--- src/rtl/irqd_pkg.sv ---
package irqd_pkg;
  typedef enum logic [2:0] {
    CLS_NONE = 3'd0,
    CLS_PGM  = 3'd1,
    CLS_SVC  = 3'd2,
    CLS_MCHK = 3'd3,
    CLS_EXT  = 3'd4,
    CLS_IO   = 3'd5
  } irq_cls_e;

  localparam logic [15:0] CODE_CLKCMP  = 16'h1004;
  localparam logic [15:0] CODE_CPUTMR  = 16'h1005;
  localparam logic [15:0] CPU_ADDR_TAG = 16'h0D00;
  localparam logic [63:0] MCHK_PARAM   = 64'h00400F1D_40330000;
  localparam int          CC_LSB       = 44;
  localparam int          SLOT_STRIDE  = 64;
  localparam logic [2:0]  LEN_DEFER     = 3'd0;
  localparam logic [2:0]  LEN_DEFER_INC = 3'd1;

  typedef struct packed {
    irq_cls_e    cls;
    logic [15:0] code;
    logic        deliver;
    logic        pop_ext;
    logic        pop_mchk;
    logic        clr_mchk;
    logic        clr_ext;
    logic        clr_tod;
    logic        clr_io;
  } irq_pick_t;

  function automatic logic [2:0] opcode_len(input logic [1:0] top);
    case (top)
      2'b00:   return 3'd2;
      2'b11:   return 3'd6;
      default: return 3'd4;
    endcase
  endfunction
endpackage

--- src/rtl/irqd_len.sv ---
module irqd_len
  import irqd_pkg::*;
(
  input  logic [2:0] len_code_i,
  input  logic [1:0] opc_top_i,
  output logic [2:0] len_o,
  output logic       inc_o
);
  always_comb begin
    inc_o = 1'b0;
    case (len_code_i)
      LEN_DEFER:     len_o = opcode_len(opc_top_i);
      LEN_DEFER_INC: begin
        len_o = opcode_len(opc_top_i);
        inc_o = 1'b1;
      end
      default:       len_o = len_code_i;
    endcase
  end
endmodule

--- src/rtl/irqd_arbiter.sv ---
module irqd_arbiter
  import irqd_pkg::*;
#(
  parameter int NSUB = 8,
  parameter int CW   = 4
) (
  input  logic               pgm_exc_i,
  input  logic [15:0]        pgm_code_i,
  input  logic               svc_exc_i,
  input  logic [15:0]        svc_code_i,
  input  logic               en_mchk_i,
  input  logic               en_ext_i,
  input  logic               en_io_i,
  input  logic               pend_mchk_i,
  input  logic               pend_ext_i,
  input  logic               pend_tod_i,
  input  logic               pend_cpt_i,
  input  logic               pend_io_i,
  input  logic [NSUB-1:0]    io_enable_i,
  input  logic               mchk_gate_i,
  input  logic [CW-1:0]      mchk_cnt_i,
  input  logic [CW-1:0]      ext_cnt_i,
  input  logic [NSUB*CW-1:0] io_cnt_i,
  input  logic [15:0]        ext_code_i,
  output irq_pick_t          pick_o,
  output logic [NSUB-1:0]    io_pop_o
);
  logic [NSUB-1:0] io_has, io_last, io_ok;

  for (genvar k = 0; k < NSUB; k++) begin : g_sub
    assign io_has[k]  = io_cnt_i[k*CW +: CW] != '0;
    assign io_last[k] = io_cnt_i[k*CW +: CW] == CW'(1);
    assign io_ok[k]   = io_has[k] & io_enable_i[NSUB-1-k];
  end

  logic ext_queued;
  assign ext_queued = pend_ext_i && (ext_cnt_i != '0);

  logic            found;
  logic [NSUB-1:0] remain;

  always_comb begin
    pick_o     = '0;
    pick_o.cls = CLS_NONE;
    io_pop_o   = '0;
    found      = 1'b0;
    remain     = io_has;
    if (pgm_exc_i) begin
      pick_o.cls = CLS_PGM; pick_o.code = pgm_code_i; pick_o.deliver = 1'b1;
    end else if (svc_exc_i) begin
      pick_o.cls = CLS_SVC; pick_o.code = svc_code_i; pick_o.deliver = 1'b1;
    end else if (en_mchk_i && pend_mchk_i) begin
      if (mchk_gate_i && mchk_cnt_i != '0) begin
        pick_o.cls      = CLS_MCHK;
        pick_o.deliver  = 1'b1;
        pick_o.pop_mchk = 1'b1;
        pick_o.clr_mchk = mchk_cnt_i == CW'(1);
      end
    end else if (en_ext_i && (ext_queued || pend_tod_i || pend_cpt_i)) begin
      pick_o.cls     = CLS_EXT;
      pick_o.deliver = 1'b1;
      if (ext_queued) begin
        pick_o.code    = ext_code_i;
        pick_o.pop_ext = 1'b1;
        pick_o.clr_ext = ext_cnt_i == CW'(1);
      end else begin
        pick_o.code    = pend_tod_i ? CODE_CLKCMP : CODE_CPUTMR;
        pick_o.clr_ext = 1'b1;
        pick_o.clr_tod = 1'b1;
      end
    end else if (en_io_i && pend_io_i) begin
      for (int k = 0; k < NSUB; k++) begin
        if (!found && io_ok[k]) begin
          found          = 1'b1;
          io_pop_o[k]    = 1'b1;
          pick_o.code    = 16'(k);
          pick_o.cls     = CLS_IO;
          pick_o.deliver = 1'b1;
          if (io_last[k]) remain[k] = 1'b0;
        end
      end
      pick_o.clr_io = remain == '0;
    end
  end
endmodule

--- src/rtl/irqd_mem_fsm.sv ---
module irqd_mem_fsm #(
  parameter int AW = 12
) (
  input  logic          clk,
  input  logic          rst_n,
  input  logic          start_i,
  input  logic          deliver_i,
  input  logic [AW-1:0] base_i,
  input  logic [63:0]   param_i,
  input  logic [63:0]   omask_i,
  input  logic [63:0]   oaddr_i,
  output logic          mem_req_valid_o,
  input  logic          mem_req_ready_i,
  output logic          mem_we_o,
  output logic [AW-1:0] mem_addr_o,
  output logic [63:0]   mem_wdata_o,
  input  logic          mem_rvalid_i,
  output logic          mem_rready_o,
  input  logic [63:0]   mem_rdata_i,
  output logic          idle_o,
  output logic          done_o,
  output logic [63:0]   new_mask_o,
  output logic [63:0]   new_addr_o
);
  typedef enum logic [3:0] {
    S_IDLE, S_WPARM, S_WOMASK, S_WOADDR, S_RNMASK, S_WTMASK, S_RNADDR, S_WTADDR, S_DONE
  } st_e;

  st_e           st;
  logic [AW-1:0] base_q;
  logic [63:0]   param_q, omask_q, oaddr_q;
  logic          fire;

  assign idle_o       = st == S_IDLE;
  assign done_o       = st == S_DONE;
  assign mem_rready_o = st == S_WTMASK || st == S_WTADDR;
  assign fire         = mem_req_valid_o && mem_req_ready_i;

  always_comb begin
    mem_req_valid_o = 1'b1;
    mem_we_o        = 1'b1;
    mem_addr_o      = base_q;
    mem_wdata_o     = param_q;
    case (st)
      S_WPARM:  ;
      S_WOMASK: begin mem_addr_o = base_q + AW'(8);  mem_wdata_o = omask_q; end
      S_WOADDR: begin mem_addr_o = base_q + AW'(16); mem_wdata_o = oaddr_q; end
      S_RNMASK: begin mem_addr_o = base_q + AW'(24); mem_we_o = 1'b0; mem_wdata_o = '0; end
      S_RNADDR: begin mem_addr_o = base_q + AW'(32); mem_we_o = 1'b0; mem_wdata_o = '0; end
      default:  begin mem_req_valid_o = 1'b0; mem_we_o = 1'b0; mem_wdata_o = '0; end
    endcase
  end

  always_ff @(posedge clk or negedge rst_n) begin
    if (!rst_n) begin
      st         <= S_IDLE;
      base_q     <= '0;
      param_q    <= '0;
      omask_q    <= '0;
      oaddr_q    <= '0;
      new_mask_o <= '0;
      new_addr_o <= '0;
    end else begin
      case (st)
        S_IDLE: if (start_i) begin
          base_q  <= base_i;
          param_q <= param_i;
          omask_q <= omask_i;
          oaddr_q <= oaddr_i;
          st      <= deliver_i ? S_WPARM : S_DONE;
        end
        S_WPARM:  if (fire) st <= S_WOMASK;
        S_WOMASK: if (fire) st <= S_WOADDR;
        S_WOADDR: if (fire) st <= S_RNMASK;
        S_RNMASK: if (fire) st <= S_WTMASK;
        S_WTMASK: if (mem_rvalid_i) begin new_mask_o <= mem_rdata_i; st <= S_RNADDR; end
        S_RNADDR: if (fire) st <= S_WTADDR;
        S_WTADDR: if (mem_rvalid_i) begin new_addr_o <= mem_rdata_i; st <= S_DONE; end
        default:  st <= S_IDLE;
      endcase
    end
  end

  a_r13_req_hold: assert property (@(posedge clk) disable iff (!rst_n)
    mem_req_valid_o && !mem_req_ready_i |=>
      mem_req_valid_o && $stable(mem_addr_o) && $stable(mem_wdata_o) && $stable(mem_we_o));

  a_r12_done_single: assert property (@(posedge clk) disable iff (!rst_n)
    done_o |=> !done_o);

  a_r12_no_req_at_done: assert property (@(posedge clk) disable iff (!rst_n)
    done_o |-> !mem_req_valid_o);
endmodule

--- src/rtl/irq_delivery_seq.sv ---
module irq_delivery_seq
  import irqd_pkg::*;
#(
  parameter int            AW       = 12,
  parameter int            NSUB     = 8,
  parameter int            CW       = 4,
  parameter logic [AW-1:0] LOW_BASE = AW'(256)
) (
  input  logic               clk,
  input  logic               rst_n,
  input  logic               take_i,
  input  logic               pgm_exc_i,
  input  logic [15:0]        pgm_code_i,
  input  logic [2:0]         pgm_len_i,
  input  logic [1:0]         opc_top_i,
  input  logic               svc_exc_i,
  input  logic [15:0]        svc_code_i,
  input  logic [2:0]         svc_len_i,
  input  logic [63:0]        sw_mask_i,
  input  logic [63:0]        sw_addr_i,
  input  logic [1:0]         cc_i,
  input  logic               en_mchk_i,
  input  logic               en_ext_i,
  input  logic               en_io_i,
  input  logic               pend_mchk_i,
  input  logic               pend_ext_i,
  input  logic               pend_tod_i,
  input  logic               pend_cpt_i,
  input  logic               pend_io_i,
  input  logic [NSUB-1:0]    io_enable_i,
  input  logic               mchk_gate_i,
  input  logic [CW-1:0]      mchk_cnt_i,
  input  logic [CW-1:0]      ext_cnt_i,
  input  logic [NSUB*CW-1:0] io_cnt_i,
  input  logic [15:0]        ext_code_i,
  input  logic [7:0]         cpu_num_i,
  output logic               irq_req_o,
  output logic [2:0]         sel_class_o,
  output logic [15:0]        sel_code_o,
  output logic               mchk_pop_o,
  output logic               ext_pop_o,
  output logic [NSUB-1:0]    io_pop_o,
  output logic               clr_mchk_o,
  output logic               clr_ext_o,
  output logic               clr_tod_o,
  output logic               clr_io_o,
  output logic               mem_req_valid_o,
  input  logic               mem_req_ready_i,
  output logic               mem_we_o,
  output logic [AW-1:0]      mem_addr_o,
  output logic [63:0]        mem_wdata_o,
  input  logic               mem_rvalid_i,
  output logic               mem_rready_o,
  input  logic [63:0]        mem_rdata_i,
  output logic               done_o,
  output logic [63:0]        new_mask_o,
  output logic [63:0]        new_addr_o
);
  irq_pick_t       pick;
  logic [NSUB-1:0] io_pick;
  logic [2:0]      plen;
  logic            pinc, idle, accept;
  logic [63:0]     omask, oaddr, param;
  logic [AW-1:0]   base;

  assign irq_req_o = pend_mchk_i | pend_ext_i | pend_tod_i | pend_cpt_i | pend_io_i;
  assign accept    = take_i && idle;

  irqd_arbiter #(.NSUB(NSUB), .CW(CW)) u_arb (
    .pgm_exc_i, .pgm_code_i, .svc_exc_i, .svc_code_i,
    .en_mchk_i, .en_ext_i, .en_io_i,
    .pend_mchk_i, .pend_ext_i, .pend_tod_i, .pend_cpt_i, .pend_io_i,
    .io_enable_i, .mchk_gate_i, .mchk_cnt_i, .ext_cnt_i, .io_cnt_i, .ext_code_i,
    .pick_o(pick), .io_pop_o(io_pick)
  );

  irqd_len u_len (.len_code_i(pgm_len_i), .opc_top_i, .len_o(plen), .inc_o(pinc));

  always_comb begin
    omask = (sw_mask_i & ~(64'h3 << CC_LSB)) | (64'(cc_i) << CC_LSB);
    oaddr = sw_addr_i;
    param = {48'b0, pick.code};
    base  = LOW_BASE + AW'(pick.cls) * AW'(SLOT_STRIDE);
    case (pick.cls)
      CLS_PGM: begin
        param = {32'b0, 16'(plen), pick.code};
        if (pinc) oaddr = sw_addr_i + 64'(plen);
      end
      CLS_SVC: begin
        param = {32'b0, 16'(svc_len_i), pick.code};
        oaddr = sw_addr_i + 64'(svc_len_i);
      end
      CLS_EXT:  param = {16'b0, 16'(cpu_num_i) | CPU_ADDR_TAG, 16'b0, pick.code};
      CLS_MCHK: param = MCHK_PARAM;
      default:  ;
    endcase
  end

  always_ff @(posedge clk or negedge rst_n) begin
    if (!rst_n) begin
      sel_class_o <= CLS_NONE;
      sel_code_o  <= '0;
      mchk_pop_o  <= 1'b0;
      ext_pop_o   <= 1'b0;
      io_pop_o    <= '0;
      clr_mchk_o  <= 1'b0;
      clr_ext_o   <= 1'b0;
      clr_tod_o   <= 1'b0;
      clr_io_o    <= 1'b0;
    end else begin
      mchk_pop_o <= 1'b0;
      ext_pop_o  <= 1'b0;
      io_pop_o   <= '0;
      clr_mchk_o <= 1'b0;
      clr_ext_o  <= 1'b0;
      clr_tod_o  <= 1'b0;
      clr_io_o   <= 1'b0;
      if (accept) begin
        sel_class_o <= pick.cls;
        sel_code_o  <= pick.code;
        mchk_pop_o  <= pick.pop_mchk;
        ext_pop_o   <= pick.pop_ext;
        io_pop_o    <= io_pick;
        clr_mchk_o  <= pick.clr_mchk;
        clr_ext_o   <= pick.clr_ext;
        clr_tod_o   <= pick.clr_tod;
        clr_io_o    <= pick.clr_io;
      end
    end
  end

  irqd_mem_fsm #(.AW(AW)) u_fsm (
    .clk, .rst_n, .start_i(accept), .deliver_i(pick.deliver),
    .base_i(base), .param_i(param), .omask_i(omask), .oaddr_i(oaddr),
    .mem_req_valid_o, .mem_req_ready_i, .mem_we_o, .mem_addr_o, .mem_wdata_o,
    .mem_rvalid_i, .mem_rready_o, .mem_rdata_i,
    .idle_o(idle), .done_o, .new_mask_o, .new_addr_o
  );

  a_r3_io_pop_onehot: assert property (@(posedge clk) disable iff (!rst_n)
    $onehot0(io_pop_o));

  a_r5_mchk_gate: assert property (@(posedge clk) disable iff (!rst_n)
    mchk_pop_o |-> $past(mchk_gate_i));

  a_r2_timer_no_pop: assert property (@(posedge clk) disable iff (!rst_n)
    clr_tod_o |-> !ext_pop_o && clr_ext_o);

  a_r9_len_legal: assert property (@(posedge clk) disable iff (!rst_n)
    accept && pgm_exc_i |-> pgm_len_i inside {3'd0, 3'd1, 3'd2, 3'd4, 3'd6});
endmodule

--- config.mk ---
export PLATFORM = sky130hd
export DESIGN_NAME = irq_delivery_seq
export DESIGN_NICKNAME = d
export VERILOG_FILES = /design/src/rtl/irqd_pkg.sv /design/src/rtl/irqd_len.sv /design/src/rtl/irqd_arbiter.sv /design/src/rtl/irqd_mem_fsm.sv /design/src/rtl/irq_delivery_seq.sv
export SDC_FILE = /design/constraint.sdc
export NUM_CORES = 1
export LEC_CHECK = 0
export ABC_CLOCK_PERIOD_IN_PS = 2450
export BUFFER_PORTS_ARGS = -buffer_cell sky130_fd_sc_hd__buf_2
export CORE_AREA = 10 10 213 215
export DETAILED_ROUTE_END_ITERATION = 10
export DIE_AREA = 0 0 223 225
export GPL_ROUTABILITY_DRIVEN = 0
export PLACE_DENSITY = 0.78
export SLEW_MARGIN = 20
export SYNTH_ARGS = -nofsm -noshare
export SYNTH_HDL_FRONTEND = slang
export SYNTH_SLANG_ARGS = --single-unit
--- constraint.sdc ---
create_clock -name clk -period 2.45 [get_ports clk]
set_clock_uncertainty 0.05 [all_clocks]
set_input_delay 0.49 -clock clk [delete_from_list [all_inputs] [get_ports clk]]
set_output_delay 0.49 -clock clk [all_outputs]
set_load 0.01 [all_outputs]
Word-level counts from Yosys, hierarchy flattened
Index checks and enable logic that the tools add are counted.
{"block": "classes", "n_addsub": 7, "n_eq_ne": 32, "mux": 169, "n_bitwise": 13, "reduce_logical": 45}
{"cell": "20-bit two-way mux", "n": 12}
{"cell": "55-bit one-hot mux with 4 select lines", "n": 1}
{"cell": "64-bit one-hot mux with 3 select lines", "n": 1}
{"cell": "64-bit by 3-bit adder with 64-bit output", "n": 2}
{"cell": "64-bit one-hot mux with 2 select lines", "n": 1}
{"cell": "1-bit two-way mux", "n": 124}
{"cell": "64-bit two-way mux", "n": 1}
{"cell": "64-bit by 46-bit OR with 64-bit output", "n": 1}
{"cell": "8-bit two-way mux", "n": 6}
{"cell": "12-bit one-hot mux with 4 select lines", "n": 1}
{"cell": "4-bit by 1-bit == test with 1-bit output (second input constant)", "n": 11}
{"cell": "4-bit nonzero test", "n": 10}
{"cell": "4-bit two-way mux", "n": 9}
{"cell": "16-bit two-way mux", "n": 2}
{"cell": "4-bit one-hot mux with 8 select lines", "n": 1}
{"cell": "12-bit by 5-bit adder with 12-bit output (second input constant)", "n": 2}
{"cell": "4-bit by 3-bit == test with 1-bit output (second input constant)", "n": 4}
{"cell": "1-bit logical AND", "n": 14}
{"cell": "12-bit by 4-bit adder with 12-bit output (second input constant)", "n": 1}
{"cell": "12-bit by 6-bit adder with 12-bit output (second input constant)", "n": 1}
{"cell": "6-bit two-way mux", "n": 2}
{"cell": "2-bit by 1-bit inequality test with 1-bit output (second input constant)", "n": 6}
{"cell": "9-bit by 9-bit adder with 10-bit output (first input constant)", "n": 1}
{"cell": "3-bit two-way mux", "n": 3}
{"cell": "other kinds (22)", "n": 49}
{"block": "word_totals", "ff_bits": 369, "word_cells": 282}

Depth between registers and ports, before layout
Gate-level depths: netlist of the first run.
{"block": "logic_depth", "word_depth": 72, "ltp_mapped": 12, "depth_no_buf": 12}

Hierarchy
From an unflattened synthesis of the first run, not the netlist that was laid out.
{"block": "unflattened", "cells_unflattened": 1517, "hier_area_um2": 18609.1}
{"mod": "irqd_mem_fsm", "instances": 1, "cells_each": 970, "area_each_um2": 14305.0, "seq_area_each_um2": 8408.1}
{"mod": "irq_delivery_seq", "instances": 1, "cells_each": 408, "area_each_um2": 3374.5, "seq_area_each_um2": 825.8}
{"mod": "irqd_arbiter", "instances": 1, "cells_each": 132, "area_each_um2": 874.6, "seq_area_each_um2": 0.0}
{"mod": "irqd_len", "instances": 1, "cells_each": 7, "area_each_um2": 55.1, "seq_area_each_um2": 0.0}

Least setup slack after synthesis of the first run
No wires, ideal clock.
{"block": "synth_path", "kind": "input -> register", "startpoint": "input opc_top_i[0]", "endpoint": "register u_fsm.oaddr_q[52]", "arrival_time_ps": 2876, "required_ps": 2272, "slack_ps": -603, "cell_stages": 12, "path_buffers": 0, "cell_sequence": "inv_1 ha_1 nor2_1 or2_2 inv_1 fa_1 nor2b_1 o211ai_1 a2111o_4 nor4_4 xnor2_1 o21ai_2"}
{"block": "synth_via", "elab_chain_cells": 6}
{"element": "start, declared", "line_no": "irq_delivery_seq.sv:15", "text": "input logic [1:0] opc_top_i,"}
{"element": "2-bit == test / 2-bit logical NOT (equally long branches)", "line_no": "irqd_pkg.sv:33", "text": "case (top)"}
{"element": "3-bit one-hot mux with 2 select lines (*)", "line_no": "irqd_pkg.sv:33"}
{"element": "3-bit two-way mux (*)"}
{"element": "64-bit by 3-bit adder with 64-bit output (*)", "line_no": "irq_delivery_seq.sv:87", "text": "if (pinc) oaddr = sw_addr_i + 64'(plen);"}
{"element": "64-bit two-way mux (*)", "line_no": "irq_delivery_seq.sv:87"}
{"element": "64-bit one-hot mux with 2 select lines (*)", "line_no": "irq_delivery_seq.sv:84", "text": "case (pick.cls)"}
{"element": "end signal, assigned", "line_no": "irqd_mem_fsm.sv:69", "text": "oaddr_q <= oaddr_i;"}
{"element": "end, declared", "line_no": "irqd_mem_fsm.sv:31", "text": "logic [63:0] param_q, omask_q, oaddr_q;"}
Mark *: on every way between the ends. The rest lies on a longest branch, timed or not.
A chain may end at the register's enable or synchronous reset.

Worst setup path in the final report of the first run
{"block": "layout_path", "startpoint": "register u_fsm.st[1]", "endpoint": "output mem_wdata_o[6]"}
{"block": "layout_via", "elab_chain_cells": 2}
{"element": "start, declared", "line_no": "irqd_mem_fsm.sv:29", "text": "st_e st;"}
{"element": "start signal, assigned", "line_no": "irqd_mem_fsm.sv:70", "text": "st <= deliver_i ? S_WPARM : S_DONE;"}
{"element": "4-bit by 2-bit == test with 1-bit output / 4-bit by 1-bit == test with 1-bit output (equally long branches)", "line_no": "irqd_mem_fsm.sv:44", "text": "case (st)"}
{"element": "64-bit one-hot mux with 3 select lines (*)", "line_no": "irqd_mem_fsm.sv:44"}
{"element": "end, declared", "line_no": "irq_delivery_seq.sv:51", "text": "output logic [63:0] mem_wdata_o,"}
Marked as above.

==> flow_metrics.py, run 1 <==
metrics = {
    "synthesis": {
        "synth_area_leaders": "dfrtp_1, mux2_2, nand2_1",
        "ys_seq_area_share_pct": 52.9,
        "async_reset_ff_share_pct": 100,
        "syn_area_mm2": 0.0153,
        "synth_most_common_cell": "nand2_1",
        "syn_inst": 1503,
        "synth_cell_types": 73,
        "avgSynthCellArea_um2": 10.2,
        "ys_ff_latch": 323,
        "yosys.area.top_type_share_pct": 52.9,
        "synth_top_cell_by_area": "dfrtp_1",
        "synthFlopType": "dfrtp_1",
        "yosysWarnings": 0,
        "synth_edf_count": 0,
        "ys_top_cells_by_count": "nand2_1, dfrtp_1, mux2_2",
    },
    "critical_path": {
        "worstSetupPathType": "flop to primary output",
        "worstPathRequired_ns": 1.91,
        "r2r_setup_slack_ns": -0.07,
        "r2r_cells": 8,
        "critPathMaxFanout": 7,
        "start_kind": "flop",
        "r2r_end": "clr_io_o",
        "arrival_ns": 2.14,
        "critical_path.endpoint_type": "primary output",
        "worst_r2r_startpoint": "u_fsm.st[1]",
    },
    "global_route": {
        "grt_max_degree": 97,
        "grtUsageTotal_pct": 23.9,
        "grt_pass1_wl_um": 94000,
        "grt_antenna_before_repair": 14,
        "grt_overflow": 0,
        "grt_pass1_vias": 15600,
    },
    "layout": {
        "stdcell_count": 2793,
        "utilization_pct": 55.2,
        "regArea_mm2": 0.00809,
        "fill_cells": 3393,
        "multi_input_area_mm2": 0.00742,
        "syn_to_final_growth_pct": 49.5,
        "drive_gt1_share_pct": 48.4,
        "nets": 2547,
    },
    "detailed_routing": {
        "drtAntennaViolNets": 0,
        "dr.pass1.iters": 6,
        "wl_um": 64400,
        "num_vias": 15000,
        "drc": 0,
        "vias_per_cell": 5.37,
        "wl_per_cell_um": 23.0,
        "drt_iter0_markers": 1425,
    },
    "worst_hold_path": {
        "min_to": "u_fsm.omask_q[56]",
        "worstHoldStart": "sw_mask_i[56]",
        "hold_depth": 3,
        "min_path_type": "primary input to flop",
    },
    "timing": {
        "tightest_slew_ns": 0.538,
        "hold-worst-slack_ns": 0.0787,
        "fin_crit_sh_pct": 109,
        "rsz0062_at_grt": "yes",
        "maxSlewHeadroom_pct": 63.2,
        "final-setup-viol-count": 73,
        "hold_viol_final": 0,
        "fmax_mhz": 373,
        "final_max_slew_viol_count": 0,
        "worst_slack_ns": -0.229,
        "fin_crit_ns": 2.68,
    },
    "floorplanning": {
        "initial_core_util_pct": 36.9,
        "core-area_mm2": 0.0414,
        "die_h_um": 225,
        "row_count": 75,
        "die_area_mm2": 0.0502,
        "pin_count": 564,
        "fp.dieW_um": 223,
    },
    "cts": {
        "cts_tree": "done",
        "htree_levels": 2,
        "cts_buffers": 37,
        "cts_sinks": 323,
        "root_buffer": "clkbuf_16",
        "clk_pin_slew_ns": 0.06,
        "clkLatencyLatePin_ns": 0.55,
        "clockBufferDepth": 3,
    },
    "place": {
        "port_buffers": 556,
        "dp_cells": 2653,
        "place_ws_ns": -0.679,
        "hpwl_um": 47100,
    },
    "pwr": {
        "finalPower_mw": 26.9,
        "cellLeakagePower_nw": 11.3,
        "peakVddDrop_mv": 0.606,
        "power.density_mw_per_mm2": 1180,
    },
    "status": {
        "violations": "negative setup slack",
        "status": "complete, but fails checks",
    },
    "run": {
        "cap_violations": 0,
    },
}
==> area by class of cell <==
cell class                 instances  area share [%]
sequential                       323            35.4
clock buffer                      54            4.96
timing repair buffer             761            22.8
tap                              539            2.95
inverter                          30           0.569
multi-input combinational       1063            32.5
clock inverter                    13           0.777
antenna                           10           0.110
==> through the flow <==
| stage | cell area, um^2 | setup TNS, ns |
|---|---|---|
| 4_1_cts | 22200 | -12.47 |
| 3_5_place_dp | 19900 | -35.69 |
| 3_3_place_gp | 19900 | -30.71 |
| 2_1_floorplan | 15500 | -8.87 |
| 6_report | 22900 | -12.32 |
| 5_1_grt | 22800 | -19.78 |
==> flip-flops by register name (all words and copies together), names as in the netlist, 4 cells and up <==
register and flops:
io_pop_o 8, u_fsm.oaddr_q 64, u_fsm.omask_q 64, u_fsm.st 4, u_fsm.param_q 29, sel_code_o 16
u_fsm.new_addr_o 64, u_fsm.new_mask_o 64
==> logic make-up (layout without fill, tap and decap cells) <==
family,count (synthesis),in the layout,synth area share [%]
multiplexers,132,132,9.71
AO/OA/AOI/OAI,276,276,12.9
other,1,15,0.0245
flip-flops,323,323,52.9
buffers and inverters,121,858,3.18
adder cells (fa/ha/maj),9,9,0.835
AND/OR/NAND/NOR,578,578,16.9
XOR/XNOR,63,63,3.61
==> cell usage in the layout, fill, tap and decap left out, drive strengths merged, types with 10 or more instances in the layout <==
cell    instances
diode          10
nand2         370
and3           11
a22oi          43
inv            32
nor2           51
a22o           33
nor4           16
dfrtp         323
xor2           21
buf           752
mux2          130
o21a           12
xnor2          42
clkbuf         62
a21o           21
o21ai          88
a21oi          16
nand3          32
nand4          18
nor3           36
==> per-layer routing <==
layer	global-route usage, %	wire (um)
met4	8.11	1970
met3	7.02	5720
met5	0	48
met1	28.1	24400
met2	40.9	32200
==> worst max path at each step <==
stage,slack [ns],to,start,cells past startpoint
global route,-0.32,mem_wdata_o[6],u_fsm.st[1],9
detailed placement,-0.68,u_fsm.oaddr_q[44],opc_top_i[1],13
global placement,-0.63,u_fsm.oaddr_q[44],opc_top_i[1],13
CTS,-0.25,mem_wdata_o[6],u_fsm.st[1],9
finish,-0.23,mem_wdata_o[6],u_fsm.st[1],9
floorplan,-0.36,u_fsm.oaddr_q[44],opc_top_i[1],12
==> critical path: stages (launching register included) <==
cell and delay (ns):
dfrtp_1 0.40, buf_6 0.14, nand2b_4 0.15, nor3_4 0.16, buf_6 0.16, buf_6 0.14
buf_16 0.16, a22oi_2 0.09, nand2_1 0.07, buf_2 0.12
==> where the power goes <==
group / internal [mW] / switching, mW / leakage [nW] / total (mW)
clock: 3.64 / 2.29 / 0.644 / 5.93
sequential: 7.83 / 1.68 / 3.98 / 9.51
combinational: 5.58 / 5.92 / 6.64 / 11.5
total: 17.0 / 9.89 / 11.3 / 26.9
==> what timing repair did <==
| item | in CTS | in global routing |
|---|---|---|
| setup endpoints to repair | 87 | 138 |
| buffers inserted | 25 | 23 |
| resized for setup | 124 | 101 |
| gates cloned | 12 | 8 |
| pin swaps | 64 | 57 |
| hold endpoints to repair | 49 | 0 |
| hold buffers | 1 | 0 |
Note: power is estimated with default switching activity, not from simulation.
==> inputs of run 2 (changes only) <==
--- a/config.mk
+++ b/config.mk
@@ -11,7 +11,8 @@
 export DETAILED_ROUTE_END_ITERATION = 10
 export DIE_AREA = 0 0 223 225
 export GPL_ROUTABILITY_DRIVEN = 0
-export PLACE_DENSITY = 0.78
+export MAX_ROUTING_LAYER = met4
+export PLACE_DENSITY = 0.65
 export SLEW_MARGIN = 20
 export SYNTH_ARGS = -nofsm -noshare
 export SYNTH_HDL_FRONTEND = slang
==> flow_metrics.py, run 2 (synthesis results as in run 1) <==
metrics = {
    "status": {
        "status": "complete, but fails checks",
        "violations": "negative setup slack",
    },
    "layout": {
        "regArea_mm2": 0.00809,
        "nets": 2526,
        "layout_commonest_cell": "buf_2",
        "fill_cells": 3620,
        "syn_to_final_growth_pct": 48.4,
        "stdcell_count": 2775,
        "utilization_pct": 54.8,
        "multi_input_area_mm2": 0.00754,
        "drive_gt1_share_pct": 48.0,
        "final_area_mm2": 0.0227,
        "final_cell_mix": "buf_2, nand2_1, dfrtp_1, mux2_2, buf_4",
    },
    "cts": {
        "root_buffer": "clkbuf_16",
        "clockBufferDepth": 3,
        "htree_levels": 2,
        "cts_tree": "done",
        "cts_buffers": 38,
        "clkLatencyLatePin_ns": 0.53,
        "cts_sinks": 323,
        "clk_pin_slew_ns": 0.06,
    },
    "timing": {
        "hold_viol_final": 0,
        "fmax_mhz": 379,
        "tightest_slew_ns": 0.504,
        "worst_slack_ns": -0.187,
        "fin_crit_ns": 2.64,
        "final_max_slew_viol_count": 0,
        "rsz0062_at_grt": "yes",
        "maxSlewHeadroom_pct": 65.9,
        "fin_crit_sh_pct": 108,
        "final-setup-viol-count": 84,
    },
    "global_route": {
        "grt_overflow": 0,
        "grt_max_degree": 104,
        "grt_pass1_wl_um": 90100,
        "grtUsageTotal_pct": 23.7,
        "grt_pass1_vias": 14900,
        "grt_antenna_before_repair": 16,
    },
    "place": {
        "placed_area_mm2": 0.0198,
        "place_ws_ns": -0.693,
        "hpwl_um": 46500,
        "port_buffers": 556,
        "dp_cells": 2641,
    },
    "critical_path": {
        "r2r_cells": 8,
        "critical_path.slowest_cell": "dfrtp_1",
        "path_cells": "buf_6, nor4b_4, buf_12, clkbuf_16, a22o_1, buf_2",
        "worst_r2r_startpoint": "u_fsm.st[1]",
        "r2r_end": "clr_io_o",
        "cp_slowest_stage_delay_ns": 0.39,
        "r2r_setup_slack_ns": -0.12,
        "critical_path.endpoint_type": "primary output",
        "arrival_ns": 2.10,
        "worstPathRequired_ns": 1.91,
        "critPathMaxFanout": 7,
        "start_kind": "flop",
        "worstSetupPathType": "flop to primary output",
    },
    "detailed_routing": {
        "wl_um": 62500,
        "drtAntennaViolNets": 0,
        "wl_per_cell_um": 22.5,
        "vias_per_cell": 5.25,
        "drc": 0,
        "dr.pass1.iters": 5,
        "num_vias": 14600,
        "drt_iter0_markers": 957,
    },
    "floorplanning": {
        "fp.dieW_um": 223,
        "row_count": 75,
        "die_area_mm2": 0.0502,
        "initial_core_util_pct": 36.9,
        "pin_count": 564,
        "core-area_mm2": 0.0414,
        "die_h_um": 225,
    },
    "pwr": {
        "peakVddDrop_mv": 0.508,
        "cellLeakagePower_nw": 11.2,
        "finalPower_mw": 26.3,
        "power.density_mw_per_mm2": 1160,
    },
    "worst_hold_path": {
        "min_to": "u_fsm.omask_q[63]",
        "hold_depth": 3,
        "worstHoldStart": "sw_mask_i[63]",
        "min_path_type": "primary input to flop",
    },
    "run": {
        "cap_violations": 0,
    },
}
-- run 2: timing repair --
item	in CTS	in global routing
buffers inserted	21	21
endpoints found under the hold margin	38	0
hold buffers	1	0
pin swaps	24	68
endpoints found under the setup margin	82	106
cloned	7	6
resized for setup	90	141
-- run 2: worst max path at each step --
stage / start / to / slack (ns) / cells after the start
global placement: opc_top_i[1] / u_fsm.oaddr_q[58] / -0.61 / 15
finish: u_fsm.st[0] / mem_wdata_o[27] / -0.19 / 6
global route: u_fsm.st[1] / mem_wdata_o[15] / -0.25 / 8
floorplan: opc_top_i[1] / u_fsm.oaddr_q[44] / -0.36 / 12
CTS: u_fsm.st[0] / mem_wdata_o[15] / -0.21 / 8
detailed placement: opc_top_i[1] / u_fsm.oaddr_q[46] / -0.69 / 15
-- run 2: critical path, delay by kind of cell, from the launching register on --
kind / cells / cell delay [ns]
AO/OA/AOI/OAI: 1 / 0.17
AND/OR/NAND/NOR: 1 / 0.30
flip-flops: 1 / 0.39
buffers and inverters: 4 / 0.69
-- run 2: per-stage QoR --
stage	hold slack (ns)	setup TNS [ns]
CTS	0.0500	-9.17
finish	0.0767	-10.14
global route	0.0600	-17.70
floorplan	0.144	-8.87
detailed placement	0.376	-33.81
global placement	0.378	-30.43
-- run 2: where the power goes --
| part | switching, mW | internal [mW] | leakage, nW |
|---|---|---|---|
| Combinational | 5.83 | 5.29 | 6.57 |
| Sequential | 1.61 | 7.83 | 3.98 |
| Clock | 2.26 | 3.51 | 0.617 |
| Total | 9.70 | 16.6 | 11.2 |
-- run 2: area by class of cell --
cell class	count	share of cell area, %
Antenna cell	14	0.155
Clock buffer	56	4.81
Clock inverter	11	0.734
Inverter	30	0.574
Multi-Input combinational cell	1063	33.2
Sequential cell	323	35.7
Tap cell	539	2.97
Timing Repair Buffer	739	21.9
-- run 2: layer usage --
layer	vias up	GRT usage (%)	wire, um	part of all wire [%]
met4	0	6.76	1570	2.5
met3	88	5.56	4290	6.9
met1	7186	28.3	25600	41
met5	-	-	0	0
met2	608	39.4	31100	50
li1	6673	-	-	-
